[src/rtl/cmpl_pkg.sv]
package cmpl_pkg;
  localparam int unsigned OPT_W     = 32;
  localparam int unsigned CODE_W    = 6;
  localparam int unsigned CODE_LSB  = 12;
  localparam int unsigned IRQ_BIT   = 20;
  localparam int unsigned CHAIN_BIT = 22;
  localparam int unsigned N_STS     = 2;
  localparam int unsigned ADDR_W    = 2;
  localparam int unsigned DATA_W    = 32;

  // status bit positions
  localparam int unsigned STS_PROG = 0;
  localparam int unsigned STS_DONE = 1;

  typedef enum logic [ADDR_W-1:0] {
    ADDR_STS = 2'd0,
    ADDR_EN  = 2'd1,
    ADDR_CLR = 2'd2
  } reg_addr_e;

  typedef struct packed {
    logic [CODE_W-1:0] code;
    logic              irq;
    logic              chain;
  } cmpl_rpt_t;
endpackage

[src/rtl/cmpl_report.sv]
module cmpl_report
  import cmpl_pkg::*;
#(
  parameter int unsigned OW   = OPT_W,
  parameter int unsigned CW   = CODE_W,
  parameter int unsigned CLSB = CODE_LSB,
  parameter int unsigned IB   = IRQ_BIT,
  parameter int unsigned CB   = CHAIN_BIT
) (
  input  logic          clk_i,
  input  logic          rst_ni,
  input  logic          done_i,
  input  logic [OW-1:0] opt_i,
  output logic          vld_o,
  output logic [CW-1:0] code_o,
  output logic          irq_o,
  output logic          chain_o
);
  logic want_rpt;
  assign want_rpt = done_i & (opt_i[IB] | opt_i[CB]);

  always_ff @(posedge clk_i or negedge rst_ni) begin
    if (!rst_ni) begin
      vld_o   <= 1'b0;
      code_o  <= '0;
      irq_o   <= 1'b0;
      chain_o <= 1'b0;
    end else begin
      vld_o <= want_rpt;
      if (want_rpt) begin
        code_o  <= opt_i[CLSB +: CW];
        irq_o   <= opt_i[IB];
        chain_o <= opt_i[CB];
      end else begin
        code_o  <= '0;
        irq_o   <= 1'b0;
        chain_o <= 1'b0;
      end
    end
  end
endmodule

[src/rtl/sts_regs.sv]
module sts_regs
  import cmpl_pkg::*;
#(
  parameter int unsigned N = N_STS
) (
  input  logic         clk_i,
  input  logic         rst_ni,
  input  logic [N-1:0] evt_i,
  input  logic         en_we_i,
  input  logic         clr_we_i,
  input  logic [N-1:0] wdata_i,
  output logic [N-1:0] sts_o,
  output logic [N-1:0] en_o
);
  for (genvar g = 0; g < N; g++) begin : g_bit
    logic clr;
    assign clr = clr_we_i & wdata_i[g];
    always_ff @(posedge clk_i or negedge rst_ni) begin
      if (!rst_ni) begin
        sts_o[g] <= 1'b0;
      end else if (evt_i[g]) begin
        sts_o[g] <= 1'b1;  // event beats clear
      end else if (clr) begin
        sts_o[g] <= 1'b0;
      end
    end
  end

  always_ff @(posedge clk_i or negedge rst_ni) begin
    if (!rst_ni)      en_o <= '0;
    else if (en_we_i) en_o <= wdata_i;
  end
endmodule

[src/rtl/cmpl_status_unit.sv]
module cmpl_status_unit
  import cmpl_pkg::*;
(
  input  logic              clk_i,
  input  logic              rst_ni,
  input  logic              req_done_i,
  input  logic [OPT_W-1:0]  req_opt_i,
  input  logic              prog_move_i,
  input  logic              reg_we_i,
  input  logic [ADDR_W-1:0] reg_addr_i,
  input  logic [DATA_W-1:0] reg_wdata_i,
  output logic [DATA_W-1:0] reg_rdata_o,
  output logic              cmpl_vld_o,
  output logic [CODE_W-1:0] cmpl_code_o,
  output logic              cmpl_irq_o,
  output logic              cmpl_chain_o,
  output logic              irq_o
);
  logic [N_STS-1:0] evt, sts_q, en_q;
  logic             en_we, clr_we;

  assign evt[STS_PROG] = prog_move_i;
  assign evt[STS_DONE] = req_done_i;
  assign en_we  = reg_we_i & (reg_addr_i == ADDR_EN);
  assign clr_we = reg_we_i & (reg_addr_i == ADDR_CLR);

  cmpl_report i_report (
    .clk_i   (clk_i),
    .rst_ni  (rst_ni),
    .done_i  (req_done_i),
    .opt_i   (req_opt_i),
    .vld_o   (cmpl_vld_o),
    .code_o  (cmpl_code_o),
    .irq_o   (cmpl_irq_o),
    .chain_o (cmpl_chain_o)
  );

  sts_regs i_sts (
    .clk_i    (clk_i),
    .rst_ni   (rst_ni),
    .evt_i    (evt),
    .en_we_i  (en_we),
    .clr_we_i (clr_we),
    .wdata_i  (reg_wdata_i[N_STS-1:0]),
    .sts_o    (sts_q),
    .en_o     (en_q)
  );

  assign irq_o = |(sts_q & en_q);

  always_comb begin
    reg_rdata_o = '0;
    unique case (reg_addr_i)
      ADDR_STS: reg_rdata_o[N_STS-1:0] = sts_q;
      ADDR_EN:  reg_rdata_o[N_STS-1:0] = en_q;
      default:  reg_rdata_o = '0;
    endcase
  end
endmodule

[config.mk]
export PLATFORM = sky130hd
export DESIGN_NAME = cmpl_status_unit
export DESIGN_NICKNAME = d
export VERILOG_FILES = /design/src/rtl/cmpl_pkg.sv /design/src/rtl/cmpl_report.sv /design/src/rtl/sts_regs.sv /design/src/rtl/cmpl_status_unit.sv
export SDC_FILE = /design/constraint.sdc
export NUM_CORES = 1
export LEC_CHECK = 0
export ABC_AREA = 1
export BUFFER_PORTS_ARGS = -buffer_cell sky130_fd_sc_hd__buf_2
export CORE_UTILIZATION = 31
export CTS_CLUSTER_DIAMETER = 40
export DETAILED_ROUTE_END_ITERATION = 12
export PLACE_DENSITY = 0.84
export SYNTH_ARGS = -nofsm -noshare
export SYNTH_HDL_FRONTEND = slang
export SYNTH_HIERARCHICAL = 1
export SYNTH_SLANG_ARGS = --single-unit
[constraint.sdc]
create_clock -name clk_i -period 0.9 [get_ports clk_i]
set_input_delay 0.09 -clock clk_i [delete_from_list [all_inputs] [get_ports clk_i]]
set_output_delay 0.09 -clock clk_i [all_outputs]
set_load 0.01 [all_outputs]
## Yosys cells after proc, flatten, opt, wreduce, memory -nomap -nowiden

Cells that the tools add are included.
Widths: inputs -> output; s select.

- Equality and inequality tests: 2
- Muxes and demuxes: 8
- Bitwise gates (word level): 7
- Reduce and logical (&&, ||, !) cells: 4

Operators by type and width:

| kind | count |
|---|---|
| $mux 1 | 6 |
| $mux 6 | 1 |
| $and 1x1->1 | 5 |
| $pmux 2 s2 | 1 |
| $reduce_bool 2->1 | 2 |
| $and 2x2->2 | 1 |
| $eq 2x1->1 const B | 1 |
| $eq 2x2->1 const B | 1 |
| $logic_not 2->1 | 1 |
| $reduce_or 2->1 | 1 |
| $or 1x1->1 | 1 |

- Flip-flop bits (word level): 13
- Bits of input ports: 71
- Output and inout bits: 42

## Longest topological paths before layout

- Word-level depth: 5
- Mapped depth: 5

## Modules after synthesis

Netlist, hierarchy kept.

By module, submodules not included:

| module | times used | cells an instance | area each (um^2) | seq. area each (um^2) |
|---|---|---|---|---|
| cmpl_report | 1 | 28 | 312.8 | 225.2 |
| cmpl_status_unit | 1 | 47 | 291.5 | 0.0 |
| sts_regs | 1 | 18 | 155.1 | 100.1 |

## Worst setup path before layout

OpenSTA, ideal clock, no wires.

- Kind: register to output
- Start point: register i_sts.en_o[0]
- End point: output port reg_rdata_o[0]
- Arrival time: 0.527 ns
- Setup slack: 0.283 ns
- Stages on the path, launching flop included: 3
- Buffers on the path: 0
- Path through: dfrtp_1 nand3_1 nand2_1

- Cells in the longest elaborated chain, start to end: 1

RTL lines:

| item | RTL line | source |
|---|---|---|
| start, declared | sts_regs.sv:13 | `output logic [N-1:0] en_o` |
| start signal, assigned | sts_regs.sv:31 | `else if (en_we_i) en_o <= wdata_i;` |
| $pmux 2 s2 | cmpl_status_unit.sv:53 | `unique case (reg_addr_i)` |
| end, declared | cmpl_status_unit.sv:12 | `output logic [DATA_W-1:0] reg_rdata_o,` |

No other way between the ends.

## Worst setup path in the final report

- Start point: register i_sts.en_o[0]
- End point: output port irq_o

- Cells in the longest elaborated chain, start to end: 2

RTL lines:

| item | RTL line | source |
|---|---|---|
| $and 2x2->2 | cmpl_status_unit.sv:49 | `assign irq_o = \|(sts_q & en_q);` |
| $reduce_or 2->1 | cmpl_status_unit.sv:49 |  |
| end, declared | cmpl_status_unit.sv:17 | `output logic irq_o` |

No other way between the ends.

==> results.yml <==
clock_tree:
  htree_num_levels: 1
  cts_tree: "built"
  cts_root_buf: "clkbuf_4"
  cts_made_buffers: 3
  clkSinkCount: 13
  clk_latency_ns: 0.26
  cts.path.max_buffers: 2
  cts.clk_slew.worst_paths_ns: 0.08
floorplan:
  dieArea_mm2: 0.002652
  die_w_um: 51.50
  core_area_mm2: 0.002255
  rows: 17
  start_util_pct: 33.68
  boundaryPins: 113
  die_h_um: 51.50
power:
  p_per_area_mw_per_mm2: 1436
  ir_drop_mv: 0.4740
  total_power_mw: 1.272
  p_leak_nw: 0.5608
sta:
  worst_hold_slack_ns: 0.02363
  finalCritPeriodShare_pct: 112.1
  fin_ws_ns: -0.1091
  rsz0062_at_grt: "yes"
  setup_viol: 3
  hold_viol: 0
  fmaxAchievable_mhz: 991.0
  final_max_slew_viol_count: 0
  fin_skew_ns: 0
  fin_crit_ns: 1.009
  finalSetupTns_ns: -0.3117
drt:
  drtAntennaViolNets: 0
  drc: 0
  via_count: 570
  post_drt_wl_per_cell_um: 8.173
  firstDrtPassIters: 4
  viasPerCell: 3.654
  wl_mm: 1.275
  drtIter0Drc: 10
yosys:
  synth_cells: 93
  synth_area_um2: 759.5
  avgSynthCellArea_um2: 8.166
  synth-seq-area-share_pct: 42.83
  yosys.cell_types.count: 11
  synth_warnings: 6
  ys_ff_latch: 13
critical_path:
  critPathArrivalTime_ns: 0.92
  crit_start: "i_sts/en_o[0]$_DFFE_PN0P_"
  critPathMaxFanout: 3
  path_cells: "nand2_1 -> nand2_1 -> buf_2"
  cpMaxStageDelayCell: "dfrtp_1"
  r2r-start: "i_sts/en_o[0]$_DFFE_PN0P_"
  cp-start-kind: "flop"
  cp.required_ns: 0.81
  cpLargestDelayFamily: "flip-flops"
  end_kind: "primary output"
  cp_common_cell: "nand2_1"
  critPathKind: "flop to primary output"
  cp_slowest_stage_delay_ns: 0.39
  path_buf_inv: 1
min_path:
  min_from: "req_opt_i[15]"
  hp-class: "input port to flop"
job:
  drv_cap: 0
layout:
  antenna_cells: 0
  syn2layout_area_growth_pct: 16.64
  drive_above_1_share_pct: 27.34
  utilization_pct: 39.29
  fin_cells: 156
  fill_cells: 266
  nets: 200
place:
  placed_cells: 148
  hpwl_mm: 1.017
  io_buffers: 28
  routabilityCongestion: 0.8188
global_route:
  grt_usage_pct: 10.39
  grt_max_degree: 14
  grt.overflow.total: 0
  antenna_found_initial: 0
  grt_pass1_vias: 477
  grt_pass1_wl_mm: 1.945
status:
  failed_checks: "negative setup slack"
  status: "complete, but fails checks"
## area by class of cell
type	instances	area (um^2)	share of cell area (%)
sequential	13	325.3	36.72
multi-input combinational	64	261.5	29.52
timing repair buffer	32	181.4	20.48
inverter	15	56.30	6.356
tap	28	35.03	3.955
clock buffer	4	26.28	2.966
## placed cells by master, fill, tap and decap left out
cell	instances
dlygate4sd3_1	2
nand2_1	18
clkbuf_4	3
buf_4	2
inv_1	14
nor2_1	4
o21ai_1	2
inv_2	1
clkbuf_1	1
buf_2	27
nor2_4	1
dfrtp_1	13
nand3_1	2
nor3_1	7
buf_6	1
conb_1	30
## logic make-up after synthesis
family,synth area share [%]
buf+inv,37.07
simple gates,18.28
flops,42.83
compound gates,1.318
other cells,0.4938
## power by group
part | switching (mW) | internal, mW | total [mW] | leakage [nW]
Clock | 0.181 | 0.171 | 0.353 | 0.0150
Combinational | 0.174 | 0.104 | 0.278 | 0.386
Sequential | 0.0187 | 0.623 | 0.641 | 0.160
## what timing repair did
action | 4_1_cts | 5_1_grt
setup endpoints to repair | 3 | 4
pin swaps | 5 | 3
hold endpoints to repair | 14 | 0
resized for setup | 0 | 1
setup buffers | 0 | 2
hold buffers | 2 | 0
## path summary, 6_finish.rpt
path	end	slack [ns]	cells after the start
worst min register to register	i_sts/sts_o[1]$_DFFE_PN0P_	0.50	2
max in group asynchronous	i_sts/sts_o[1]$_DFFE_PN0P_	0.46	2
min in group asynchronous	i_report/vld_o$_DFF_PN0_	0.22	2
worst min-delay path	i_report/code_o[3]$_DFF_PN0_	0.02	3
worst max register to register	i_sts/en_o[0]$_DFFE_PN0P_	0.15	3
worst max-delay path	irq_o	-0.11	3
## sequential cells by signal, indices dropped and copies added, names as in the netlist
name	cells
i_report/vld_o	1
i_report/chain_o	1
i_sts/en_o	2
i_report/code_o	6
i_report/irq_o	1
i_sts/sts_o	2
## metrics by stage
stage	setup WS, ns	cell area [um^2]
final	-0.1091	885.9
after global routing	-0.1665	885.9
after CTS	-0.1240	864.6
after detailed placement	0.1246	818.3
after global placement	0.1381	818.3
after floorplan	0.2835	868.3
## synth_stat cells (all sizes together)
cell	count	area share, %
buf	30	30
nand2	18	8.9
inv	15	7.4
dfrtp	13	43
nor3	7	4.6
nor2	5	3.5
nand3	2	1.3
o21ai	2	1.3
conb	1	0.49
## tightest hold or removal path, stage by stage
cell,delay [ns]
buf_2,0.09
inv_1,0.04
nor3_1,0.04
## routing by layer
metal,GRT usage (%),up-vias,share of wire (%),wire (um)
met5,0,-,0,0
met4,9.459,0,2.0,26
met3,2.339,2,9.6,123
met2,17.97,26,51,647
met1,10.19,257,37,477
li1,-,285,-,-
(Power assumes the default switching activity.)
